## src/rtl/llsc_pkg.sv

```systemverilog
package llsc_pkg;
    typedef enum logic [1:0] {
        OP_NOP = 2'b00,
        OP_LL  = 2'b01,
        OP_ST  = 2'b10,
        OP_SC  = 2'b11
    } llsc_op_e;
endpackage

```

## src/rtl/llsc_req_decode.sv

```systemverilog
module llsc_req_decode #(
    parameter int ADDR_W = 8
) (
    input  logic              valid,
    input  llsc_pkg::llsc_op_e op,
    input  logic [ADDR_W-1:0] start_a,
    input  logic [ADDR_W-1:0] end_a,
    output logic              is_ll,
    output logic              is_st,
    output logic              is_sc
);
    logic legal;
    always_comb begin
        legal = valid && (start_a <= end_a);
        is_ll = legal && (op == llsc_pkg::OP_LL);
        is_st = legal && (op == llsc_pkg::OP_ST);
        is_sc = legal && (op == llsc_pkg::OP_SC);
    end
endmodule

```

## src/rtl/llsc_range_cmp.sv

```systemverilog
module llsc_range_cmp #(
    parameter int ADDR_W = 8
) (
    input  logic              ent_valid,
    input  logic [ADDR_W-1:0] ent_start,
    input  logic [ADDR_W-1:0] ent_end,
    input  logic [ADDR_W-1:0] req_start,
    input  logic [ADDR_W-1:0] req_end,
    output logic              overlap,
    output logic              covers
);
    always_comb begin
        overlap = ent_valid && (ent_start <= req_end) && (req_start <= ent_end);
        covers  = ent_valid && (ent_start <= req_start) && (req_end <= ent_end);
    end
endmodule

```

## src/rtl/llsc_resv_tracker.sv

```systemverilog
module llsc_resv_tracker #(
    parameter int NUM_CTX = 4,
    parameter int ADDR_W  = 8,
    localparam int CTX_W  = (NUM_CTX > 1) ? $clog2(NUM_CTX) : 1
) (
    input  logic                       clk,
    input  logic                       rst_n,
    input  logic                       req_valid,
    input  logic [1:0]                 req_op,
    input  logic [CTX_W-1:0]           req_ctx,
    input  logic [ADDR_W-1:0]          req_start,
    input  logic [ADDR_W-1:0]          req_end,
    input  logic                       line_inv,
    output logic                       wr_permit,
    output logic [NUM_CTX-1:0]         resv_valid_o,
    output logic [NUM_CTX*ADDR_W-1:0]  resv_start_o,
    output logic [NUM_CTX*ADDR_W-1:0]  resv_end_o
);
    typedef struct packed {
        logic              vld;
        logic [ADDR_W-1:0] lo;
        logic [ADDR_W-1:0] hi;
    } resv_t;

    typedef struct packed {
        resv_t [NUM_CTX-1:0] ent;
    } state_t;

    state_t state_d, state_q;

    logic is_ll, is_st, is_sc, sc_pass;
    logic [NUM_CTX-1:0] ovl, cov;

    llsc_req_decode #(.ADDR_W(ADDR_W)) dec_i (
        .valid   (req_valid),
        .op      (llsc_pkg::llsc_op_e'(req_op)),
        .start_a (req_start),
        .end_a   (req_end),
        .is_ll   (is_ll),
        .is_st   (is_st),
        .is_sc   (is_sc)
    );

    for (genvar g = 0; g < NUM_CTX; g++) begin : g_cmp
        llsc_range_cmp #(.ADDR_W(ADDR_W)) cmp_i (
            .ent_valid (state_q.ent[g].vld),
            .ent_start (state_q.ent[g].lo),
            .ent_end   (state_q.ent[g].hi),
            .req_start (req_start),
            .req_end   (req_end),
            .overlap   (ovl[g]),
            .covers    (cov[g])
        );
        assign resv_valid_o[g]                   = state_q.ent[g].vld;
        assign resv_start_o[g*ADDR_W +: ADDR_W]  = state_q.ent[g].lo;
        assign resv_end_o[g*ADDR_W +: ADDR_W]    = state_q.ent[g].hi;
    end

    always_comb begin
        sc_pass   = is_sc && cov[req_ctx];
        wr_permit = !(is_sc && !sc_pass);
        state_d   = state_q;
        if (line_inv) begin
            for (int i = 0; i < NUM_CTX; i++) state_d.ent[i].vld = 1'b0;
        end else if (is_ll || is_st || sc_pass) begin
            for (int i = 0; i < NUM_CTX; i++) begin
                if ((CTX_W'(i) != req_ctx) && ovl[i]) state_d.ent[i].vld = 1'b0;
            end
            if (is_ll) begin
                state_d.ent[req_ctx].vld = 1'b1;
                state_d.ent[req_ctx].lo  = req_start;
                state_d.ent[req_ctx].hi  = req_end;
            end else if (sc_pass) begin
                state_d.ent[req_ctx].vld = 1'b0;
            end
        end
    end

    always_ff @(posedge clk) begin
        if (!rst_n) state_q <= '0;
        else        state_q <= state_d;
    end
endmodule

```

## config.mk

```make
export PLATFORM = sky130hd
export DESIGN_NAME = llsc_resv_tracker
export DESIGN_NICKNAME = d
export VERILOG_FILES = /design/src/rtl/llsc_pkg.sv /design/src/rtl/llsc_req_decode.sv /design/src/rtl/llsc_range_cmp.sv /design/src/rtl/llsc_resv_tracker.sv
export SDC_FILE = /design/constraint.sdc
export NUM_CORES = 1
export LEC_CHECK = 0
export BUFFER_PORTS_ARGS = -buffer_cell sky130_fd_sc_hd__buf_2
export CAP_MARGIN = 5
export CORE_ASPECT_RATIO = 1.4
export CORE_MARGIN = 5
export CORE_UTILIZATION = 63
export DETAILED_ROUTE_END_ITERATION = 6
export GPL_ROUTABILITY_DRIVEN = 0
export HOLD_SLACK_MARGIN = 0.03
export PLACE_DENSITY_LB_ADDON = 0.12
export SKIP_LAST_GASP = 1
export SYNTH_ARGS = -nofsm -noshare
export SYNTH_HDL_FRONTEND = slang
export SYNTH_SLANG_ARGS = --single-unit
```

## constraint.sdc

```tcl
create_clock -name clk -period 7 [get_ports clk]
set_input_delay 1.05 -clock clk [delete_from_list [all_inputs] [get_ports clk]]
set_output_delay 1.05 -clock clk [all_outputs]
set_load 0.005 [all_outputs]
```

==> results of run 1 <==
## power by group through the flow
stage | clock network, mW | registers [mW] | logic (mW)
floorplan | 0 | 0.399 | 0.0935
global placement | 0 | 0.400 | 0.141
detailed placement | 0 | 0.400 | 0.149
CTS | 0.497 | 0.391 | 0.150
global route | 0.515 | 0.391 | 0.169
finish | 0.499 | 0.391 | 0.153
## how the worst max path moves through the flow
stage,endpoint,slack [ps]
final,wr_permit,2580
after global routing,wr_permit,2490
after CTS,wr_permit,2650
after detailed placement,wr_permit,2690
after global placement,wr_permit,2660
after floorplan,wr_permit,3420
## registers in the layout (all words and copies together) (netlist names)
register      flops
resv_start_o     32
resv_end_o       32
resv_valid_o      4
## logic make-up after synthesis
logic type	Yosys count	synth area share (%)
multiplexers	65	11.0
buffers and inverters	70	5.23
AO/OA/AOI/OAI	121	12.3
flip-flops	68	23.1
adder cells (fa/ha/maj)	136	28.9
AND/OR/NAND/NOR	185	19.4
## layer usage
metal / up-vias / track usage (%) / share of wire (%)
met5: - / 0 / 0
met4: 0 / 19.1 / 5.9
met1: 2557 / 35.2 / 39
li1: 2529 / - / -
met3: 69 / 5.68 / 6.6
met2: 245 / 53.8 / 49
## critical path: stages
cell,delay (ps)
buf_2,320
inv_1,190
ha_1,340
a21oi_1,60
o21ai_0,330
o21ai_0,220
a22oi_1,320
mux2i_1,120
or2_2,300
buf_2,130
## cells in the mapped netlist
library cell	number	area, sq um
o211ai_1	13	97.6
nand2_1	12	45.0
a22oi_1	3	22.5
nor4_4	1	21.3
or2_2	3	18.8
o21ai_0	28	140
o31ai_1	1	7.51
nor2_1	18	67.6
a2111oi_0	8	70.1
nand2b_4	1	13.8
a21oi_2	1	8.76
o21a_1	4	30.0
nand2b_1	9	56.3
ha_1	136	1700
o31a_4	1	17.5
a21oi_1	48	240
nor4b_1	3	26.3
mux2i_1	65	651
buf_4	6	45.0
nor2b_1	56	350
nor4_1	1	6.26
o22ai_1	7	43.8
dfxtp_1	68	1360
and3_1	2	12.5
inv_1	52	195
and2_1	32	200
clkbuf_1	9	33.8
nor4bb_1	1	10.0
nor3_4	3	48.8
a211oi_1	5	37.5
o21ai_1	1	5.00
or3_1	5	31.3
nand4_1	33	206
buf_6	3	33.8
a31oi_1	1	6.26
nand3_1	2	10.0
nor3_1	3	15.0
## final cells by class
cell class | instances | share of cell area (%)
multi-input cells | 507 | 63.0
flip-flops and latches | 68 | 20.3
repair buffers | 93 | 6.99
clock buffers | 9 | 3.36
inverters | 52 | 2.92
well taps | 107 | 2.00
clock inverters | 7 | 1.36
## through the flow
stage	util [%]	instances	hold WS, ps	setup WS [ps]	total power [mW]
global placement	70.2	827	550	2660	0.540
floorplan	-	645	506	3420	0.493
detailed placement	70.2	827	556	2690	0.549
finish	73.7	843	569	2580	1.04
global route	73.7	843	576	2490	1.08
CTS	73.7	843	565	2650	1.04
==> summary.md, run 1 <==
| Metric | Value |
|---|---|
| H-tree depth | `3` |
| Slew HR | `23.4%` |
| Clock sinks | `68` |
| Fillers | `roughly 680` |
| Row count | `between 40 and 50` |
| Yosys cell types | `37` |
| Via count of the first global-routing pass | `approximately 5500` |
| Crit Path Category | `primary input to primary output` |
| Die height | `124 um` |
| Nets | `just under 900` |
| Total Die Area | `between 10000 and 15000 sq um` |
| Final hold vios | `0` |
| Worst Path Arrival | `3370 ps` |
| Antenna viol nets, final | `0` |
| Total gr overflow | `0` |
| CTS buffer count | `9` |
| Syn_area_per_cell | `just over 9 sq um` |
| Core area | `slightly above 9000 sq um` |
| Die Wd | `a little over 90 um` |
| Min Tclk post-route | `4420 ps` |
| RR Startpoint | `resv_end_o[1]$_SDFFE_PN0P_` |
| Setup-failing EPs final | `0` |
| Most common cell after layout, fill and taps aside | `ha_1` |
| Initial antenna violation count | `0` |
| Clock slew at the register clock pins of the worst setup and hold paths | `approximately 60 ps` |
| Worst hold path type | `flop to flop` |
| Crit-path max FO | `10` |
| Post-Syn Instances | `about 650` |
| R2R setup slack | `~4600 ps` |
| Vias per inst | `~6.4` |
| Syn. warnings | `0` |
| Sw Ratio | `27.5%` |
| # port buffers | `just over 90` |
| Clk pwr share | `between 40% and 50%` |
| Iter 0 DRT Violations | `~380` |
| Total nets after synthesis | `~810` |
| Post-DP HPWL | `between 10000 and 15000 um` |
| Worst Path Required | `roughly 6000 ps` |
| Layout area overhead | `13.7%` |
| P per Cell Area | `between 150 and 200 nW/um^2` |
| Design Area, Final | `6690 sq um` |
| Clock Skew | `~8.1 ps` |
| Gate power share | `between 10% and 20%` |
| Crit. Startpoint | `req_start[5]` |
| Seq pwr share | `a little under two fifths` |
| CTS tree | `yes` |
| Critical Path Start Type | `primary input` |
| Number of top-level pins | `93` |
| Pins Over Slew Limit | `0` |
| Hold Startpoint | `resv_start_o[13]$_SDFFE_PN0P_` |
| RR Endpoint | `resv_valid_o[1]$_SDFFE_PP0P_` |
| Min-Delay Endpoint | `resv_start_o[13]$_SDFFE_PN0P_` |
| Status | `complete, no violations` |
| Drt pass-1 iters | `5` |
| Worst-Skew Late Latency | `approximately 350 ps` |
| CTS Root Cell | `clkbuf_16` |
| Setup repair bufs after CTS | `0` |
| Gr usage total | `between 30% and 40%` |
| Sequential area share after synthesis | `a little under a quarter` |
| Final WL | `~18000 um` |
| DP Area | `6380 sq um` |
| Multi-input logic area | `about 4200 sq um` |
| Final setup TNS | `0 ps` |
| Clk buf depth | `2` |
| Hold buffers post-CTS | `0` |
| Fin crit share | `between 60 and 70%` |
| Synthesized area | `between 5000 and 6000 sq um` |
| First-pass GRT wire length | `28000 um` |
| DRC | `0` |
| Layout cells sized above 1 | `about 16%` |
| Max Fclk | `0.226 GHz` |
| Largest net degree at the start of global routing | `between 60 and 70` |
| Max_cap viols | `0` |
| Internal Power | `756 uW` |
| Post-cts gate resize count | `0` |
| Leakage power | `roughly 2.9 nW` |
| RSZ-0062 raised after global routing | `no` |
| Starting Density | `between 60% and 70%` |
| Sw Pwr | `roughly 290 uW` |
| Per-cell routed wire length | `around 21 um` |
| Worst IR drop on VDD | `0.136 mV` |
| Hold path cells | `2` |
| Synth Register Bits | `68` |
| CP endpoint kind | `primary output` |
| Register area | `roughly 1400 sq um` |
| Reg2Reg Depth | `9` |
| Most frequent cells in the layout | `ha_1 (136), buf_2 (92), dfxtp_1 (68)` |
| Worst-Margin Slew | `between 1000 and 1500 ps` |
| # diodes | `0` |
| Vias post-DR | `5400` |
(Power assumes the default switching activity.)
==> inputs of run 2 (changes only) <==
--- a/config.mk
+++ b/config.mk
@@ -5,11 +5,12 @@
 export SDC_FILE = /design/constraint.sdc
 export NUM_CORES = 1
 export LEC_CHECK = 0
+export ABC_AREA = 1
 export BUFFER_PORTS_ARGS = -buffer_cell sky130_fd_sc_hd__buf_2
 export CAP_MARGIN = 5
 export CORE_ASPECT_RATIO = 1.4
 export CORE_MARGIN = 5
-export CORE_UTILIZATION = 63
+export CORE_UTILIZATION = 58
 export DETAILED_ROUTE_END_ITERATION = 6
 export GPL_ROUTABILITY_DRIVEN = 0
 export HOLD_SLACK_MARGIN = 0.03
==> constraint.sdc (replaced) <==
create_clock -name clk -period 4.1 [get_ports clk]
set_input_delay 0.615 -clock clk [delete_from_list [all_inputs] [get_ports clk]]
set_output_delay 0.615 -clock clk [all_outputs]
set_load 0.005 [all_outputs]
==> run 2 against run 1 <==
Against the previous run: wire length shrank 3.4%; register-to-register slack got worse by 2500 ps; count of clock-buffer cells in the layout increased by 3; final cell count up 17%; clock skew fell by 2.3 ps; sequential share of layout area grew 0.48 points; core utilization is 6.9 points lower; critical path type unchanged; critical endpoint unchanged; largest cell class unchanged.
==> summary.md, run 2 <==
| Metric | Value |
|---|---|
| Antenna viol nets, final | `0 (unchanged)` |
| Worst Path Required | `3480 ps (-2470 ps)` |
| Final WL | `17200 um (-3.4%)` |
| Hold buffers post-CTS | `0 (unchanged)` |
| Die height | `127 um (+2.5%)` |
| Synthesized area | `5720 sq um (-2.9%)` |
| Layout cells sized above 1 | `15.7% (-0.50 points)` |
| Per-cell routed wire length | `17.5 um (-17%)` |
| Synth Register Bits | `68 (unchanged)` |
| RR Startpoint | `resv_end_o[17]$_SDFFE_PN0P_` |
| Max_cap viols | `0 (unchanged)` |
| Syn. warnings | `0 (unchanged)` |
| Crit Path Category | `primary input to primary output` |
| Sw Ratio | `27.5% (about the same)` |
| Most frequent cells in the layout | `ha_1 (136), nand2_1 (129), a21oi_1 (119)` |
| Most used DFF post-synth | `dfxtp_1` |
| Setup-failing EPs final | `0 (unchanged)` |
| RSZ-0062 raised after global routing | `no` |
| Clock slew at the register clock pins of the worst setup and hold paths | `50 ps (about the same)` |
| Min Tclk post-route | `around 3200 ps` |
| Syn_area_per_cell | `7.52 sq um (-18%)` |
| Clk pwr share | `46.5% (-1.3 points)` |
| RR Endpoint | `resv_valid_o[0]$_SDFFE_PP0P_` |
| Worst Path Arrival | `2550 ps (-820 ps)` |
| # port buffers | `92 (unchanged)` |
| # diodes | `0 (unchanged)` |
| Hold path cells | `2 (unchanged)` |
| Cell taking the most area after synthesis | `ha_1` |
| Sequential area share after synthesis | `23.8% (+0.69 points)` |
| Hold Startpoint | `resv_valid_o[1]$_SDFFE_PP0P_` |
| Most common cell in the netlist | `ha_1` |
| Status | `complete, no violations` |
| Via count of the first global-routing pass | `5578 (+1.5%)` |
| CTS tree | `yes` |
| First-pass GRT wire length | `27500 um (-2.0%)` |
| Critical Path Start Type | `primary input` |
| H-tree depth | `3 (unchanged)` |
| Largest net degree at the start of global routing | `66 (unchanged)` |
| Seq pwr share | `37.0% (-0.5 points)` |
| Pins Over Slew Limit | `0 (unchanged)` |
| Most common cell after layout, fill and taps aside | `ha_1` |
| Post-synth top area share | `29.8% (+0.86 points)` |
| Initial antenna violation count | `0 (unchanged)` |
| Layout area overhead | `14.4%` |
| Leakage power | `3.33 nW (+13%)` |
| Setup repair bufs after CTS | `0 (unchanged)` |
| Starting Density | `58.4% (-6.5 points)` |
| DP Area | `6220 sq um (-2.5%)` |
| Clock Skew | `5.84 ps (-2.31 ps)` |
| Final hold vios | `0 (unchanged)` |
| Total Die Area | `12000 sq um (+5.0%)` |
| Internal Power | `1.32 mW (+74%)` |
| Worst-Skew Late Latency | `340 ps (about the same)` |
| Worst-Margin Slew | `1200 ps (+56.4 ps)` |
| Post-synth EDFFs | `0 (unchanged)` |
| Post-cts gate resize count | `0 (unchanged)` |
| Min-Delay Endpoint | `resv_valid_o[1]$_SDFFE_PP0P_` |
| Core area | `9790 sq um (+7.8%)` |
| CTS buffer count | `9 (unchanged)` |
| FFs w/ async S/R, synth | `0% (unchanged)` |
| Total nets after synthesis | `920 (+14%)` |
| Clk buf depth | `2 (unchanged)` |
| Total gr overflow | `0 (unchanged)` |
| Slew HR | `19.9% (-3.5 points)` |
| Iter 0 DRT Violations | `286 (-25%)` |
| Final setup TNS | `0 ps (unchanged)` |
| Gr usage total | `29.4% (-1.8 points)` |
| R2R setup slack | `2060 ps (-2500 ps)` |
| Worst hold path type | `flop to flop` |
| Sw Pwr | `500 uW (+74%)` |
| Drt pass-1 iters | `5 (unchanged)` |
| Synth area leaders | `ha_1 (30%), dfxtp_1 (24%), a21oi_1 (10%)` |
| Post-Syn Instances | `760 (+18%)` |
| CP endpoint kind | `primary output` |
| P per Cell Area | `278 nW/um^2 (+78%)` |
| Vias per inst | `5.79 (-9.6%)` |
| Die Wd | `93.9 um (+2.4%)` |
| CTS Root Cell | `clkbuf_16` |
| Nets | `1004 (+13%)` |
| Clock sinks | `68 (unchanged)` |
| Gate power share | `16.5% (+1.8 points)` |
| DRC | `0 (unchanged)` |
| Max Fclk | `0.316 GHz` |
| Reg2Reg Depth | `18 (+9)` |
| Row count | `43 (+4.9%)` |
| Post-DP HPWL | `13000 um (-1.4%)` |
| Fin crit share | `approximately 77%` |
| Design Area, Final | `6540 sq um (-2.3%)` |
| Worst IR drop on VDD | `0.201 mV (+47%)` |
| Yosys cell types | `31 (-16%)` |
| Top cells by count, synth | `ha_1 (136), nand2_1 (129), a21oi_1 (119)` |
| Vias post-DR | `5695 (+5.5%)` |
| Number of top-level pins | `93 (unchanged)` |
| Crit-path max FO | `9 (-1)` |
run 2: cell count changes in the layout (fill, tap and decap cells not counted), moves of 37 or more:
cell	change
a21oi_1	+71
inv_1	+41
mux2i_1	-65
nand2_1	+117
nor2b_1	-56
o21ai_1	+37
run 2: how the worst max path moves through the flow:
stage / start / endpoint / slack (ps) / cells past startpoint
finish: req_end[1] / wr_permit / 940 / 12
detailed placement: req_end[1] / resv_start_o[2]$_SDFFE_PN0P_ / 930 / 13
global placement: req_end[1] / resv_start_o[2]$_SDFFE_PN0P_ / 1010 / 13
CTS: req_end[1] / wr_permit / 980 / 12
floorplan: req_start[7] / wr_permit / 1710 / 10
global route: req_end[1] / wr_permit / 790 / 12
run 2: power by group through the flow:
stage	combinational, mW	clock, mW	sequential (mW)
finish	0.300	0.845	0.673
global route	0.340	0.884	0.674
CTS	0.296	0.846	0.673
detailed placement	0.292	0	0.688
global placement	0.278	0	0.687
floorplan	0.187	0	0.687
run 2: layout make-up:
| cell class | instances | area [sq um] |
|---|---|---|
| clock inverters | 4 | 72.6 |
| fillers | 865 | 3250 |
| well taps | 135 | 169 |
| repair buffers | 92 | 460 |
| clock buffers | 12 | 246 |
| inverters | 97 | 379 |
| multi-input cells | 576 | 3850 |
| flip-flops and latches | 68 | 1360 |
run 2: cell families (layout without fill, tap and decap cells):
family | count (synthesis) | count (layout) | synth area share [%]
simple gates | 212 | 212 | 15.8
fa+ha+maj | 136 | 136 | 29.8
compound gates | 228 | 228 | 21.8
flops | 68 | 68 | 23.8
buf+inv | 116 | 205 | 8.84
run 2: worst max-delay path, cell delays in order:
cell	delay [ps]
buf_2	250
inv_1	240
ha_1	360
inv_1	60
nor2_1	40
o21ai_1	170
a21boi_2	90
o21ai_4	230
nand3_1	110
nor2_1	140
o21ai_0	100
buf_2	140
run 2: layer usage:
layer | vias to the layer above | GRT usage, % | share of wire [%]
met5 | - | 0 | 0
met4 | 0 | 15.7 | 4.7
met3 | 60 | 6.01 | 7.6
met2 | 257 | 50.3 | 48
met1 | 2601 | 34.0 | 40
li1 | 2777 | - | -
run 2: per-stage QoR:
stage	util [%]	total power [mW]	setup slack [ps]	std cells	hold slack [ps]
after floorplan	-	0.874	1710	760	452
after global placement	63.5	0.966	1010	968	486
after detailed placement	63.5	0.980	931	968	479
after CTS	66.8	1.82	982	984	487
after global routing	66.8	1.90	795	984	522
final	66.8	1.82	938	984	486
==> inputs of run 3 (changes only) <==
==> constraint.sdc (replaced) <==
create_clock -name clk -period 3 [get_ports clk]
set_input_delay 0.45 -clock clk [delete_from_list [all_inputs] [get_ports clk]]
set_output_delay 0.45 -clock clk [all_outputs]
set_load 0.005 [all_outputs]
==> run 3 against run 2 <==
Against the previous run: wire length is 1.1% lower; register-to-register slack worse by 1100 ps; final cell count grew 1.0%; first-iteration DRC count grew 2.4%; core utilization rose by 0.54 points; total power grew 31%; clock power rose by 23%.
==> summary.md, run 3 (synthesized netlist as in run 2, its figures left out) <==
| Metric | Value |
|---|---|
| Status | `complete, no violations` |
| Internal Power | `1.70 mW (+29%)` |
| DP Area | `6300 sq um (+1.3%)` |
| Layout cells sized above 1 | `16.8% (+1.1 points)` |
| Die height | `127 um (unchanged)` |
| Seq pwr share | `38.7% (+1.7 points)` |
| Clk buf depth | `2 (unchanged)` |
| Max Fclk | `about 0.36 GHz` |
| Reg2Reg Depth | `15 (-3)` |
| Core area | `9790 sq um (unchanged)` |
| Crit-path max FO | `7 (-2)` |
| Min Tclk post-route | `approximately 2800 ps` |
| Worst IR drop on VDD | `0.296 mV (+48%)` |
| Worst-Skew Late Latency | `340 ps (about the same)` |
| CP endpoint kind | `primary output` |
| Number of top-level pins | `93 (unchanged)` |
| Worst hold path type | `flop to flop` |
| Slew HR | `64.8% (+45 points)` |
| Final WL | `17000 um (-1.1%)` |
| Vias per inst | `5.72 (-1.2%)` |
| Finished Core Util | `67.3% (+0.54 points)` |
| CTS Root Cell | `clkbuf_16` |
| Nets | `1015 (+1.1%)` |
| Worst Slack Setup Final | `241 ps (-697 ps)` |
| # diodes | `0 (unchanged)` |
| Per-cell routed wire length | `17.1 um (-2.1%)` |
| Critical Path Start Type | `primary input` |
| Most frequent cells in the layout | `ha_1 (136), nand2_1 (129), a21oi_1 (119)` |
| Hold path cells | `2 (unchanged)` |
| Clock Skew | `5.67 ps (-0.175 ps)` |
| CTS tree | `yes` |
| P per Cell Area | `361 nW/um^2 (+30%)` |
| Gate power share | `17.5% (+1.0 points)` |
| RSZ-0062 raised after global routing | `no` |
| First-pass GRT wire length | `27200 um (-1.2%)` |
| Total Die Area | `12000 sq um (unchanged)` |
| Hold buffers post-CTS | `0 (unchanged)` |
| Setup repair bufs after CTS | `0 (unchanged)` |
| Initial antenna violation count | `0 (unchanged)` |
| Setup-failing EPs final | `0 (unchanged)` |
| Post-DP HPWL | `13300 um (+2.5%)` |
| Max_cap viols | `0 (unchanged)` |
| Antenna viol nets, final | `0 (unchanged)` |
| Layout area overhead | `15.3%` |
| Total gr overflow | `0 (unchanged)` |
| Post-cts gate resize count | `0 (unchanged)` |
| DRC | `0 (unchanged)` |
| Pins Over Slew Limit | `0 (unchanged)` |
| Gr usage total | `29.3% (-0.087 points)` |
| Worst Path Arrival | `2310 ps (-240 ps)` |
| Worst-Margin Slew | `529 ps (-673 ps)` |
| Starting Density | `58.4% (unchanged)` |
| Leakage power | `3.38 nW (+1.3%)` |
| Drt pass-1 iters | `5 (unchanged)` |
| Row count | `43 (unchanged)` |
| Largest net degree at the start of global routing | `39 (-41%)` |
| CTS buffer count | `9 (unchanged)` |
| Final setup TNS | `0 ps (unchanged)` |
| Sw Pwr | `676 uW (+35%)` |
| Clk pwr share | `43.8% (-2.7 points)` |
| Clock sinks | `68 (unchanged)` |
| Sw Ratio | `28.4% (+0.88 points)` |
| Worst Path Required | `2550 ps (-930 ps)` |
| Via count of the first global-routing pass | `5466 (-2.0%)` |
| Most common cell after layout, fill and taps aside | `ha_1` |
| H-tree depth | `3 (unchanged)` |
| Design Area, Final | `6590 sq um (+0.80%)` |
| Clock slew at the register clock pins of the worst setup and hold paths | `50 ps (about the same)` |
| Placement Setup Slack | `253 ps (-678 ps)` |
| Die Wd | `93.9 um (unchanged)` |
| Fin crit share | `between 90% and 100%` |
| Crit Path Category | `primary input to primary output` |
| Iter 0 DRT Violations | `293 (+2.4%)` |
| Final hold vios | `0 (unchanged)` |
| Total power | `2.38 mW (+31%)` |
| # port buffers | `92 (unchanged)` |
| Vias post-DR | `5682 (-0.23%)` |
run 3: cell count changes in the layout (fill, tap and decap cells not counted):
cell / delta
clkinvlp_4: -1
clkbuf_8: +3
clkbuf_1: -1
buf_4: +11
bufinv_16: -2
run 3: final timing paths:
path / slack, ps / start / endpoint
setup / recovery: 240 / req_start[5] / wr_permit
hold / removal: 500 / resv_valid_o[3]$_SDFFE_PP0P_ / resv_valid_o[3]$_SDFFE_PP0P_
setup reg to reg: 1010 / resv_end_o[15]$_SDFFE_PN0P_ / resv_valid_o[2]$_SDFFE_PP0P_
hold reg to reg: 500 / resv_valid_o[3]$_SDFFE_PP0P_ / resv_valid_o[3]$_SDFFE_PP0P_
run 3: metrics by stage:
step | cells | hold slack (ps)
finish | 994 | 501
global route | 994 | 510
CTS | 994 | 494
detailed placement | 979 | 488
global placement | 979 | 490
floorplan | 760 | 452
run 3: critical path, cell delays in order:
cell and delay, ps:
buf_2 230, inv_1 220, ha_1 360, a21oi_1 170, nor2_1 60, nor2_1 80, nand2_1 50, nand2_1 70
nand3_1 80, nand2_1 60, nand2_1 80, o21ai_0 240, buf_2 160
run 3: area by class of cell:
class                           instances  area [sq um]
Sequential cell                        68          1360
Fill cell                             863          3200
Tap cell                              135           169
Timing Repair Buffer                  103           543
Clock inverter                          1          5.00
Multi-Input combinational cell        576          3850
Clock buffer                           14           284
Inverter                               97           379
run 3: power by group through the flow:
stage          Sequential, mW  Clock (mW)  Combinational, mW
5_1_grt                 0.921        1.10              0.472
6_report                0.920        1.04              0.417
4_1_cts                 0.920        1.06              0.412
3_5_place_dp            0.939           0              0.409
2_1_floorplan           0.939           0              0.256
3_3_place_gp            0.939           0              0.393
run 3: per-layer routing:
metal	part of all wire [%]	track usage, %
met1	41	34.9
met2	49	51.0
met3	6.3	4.59
met4	3.8	13.7
met5	0	0
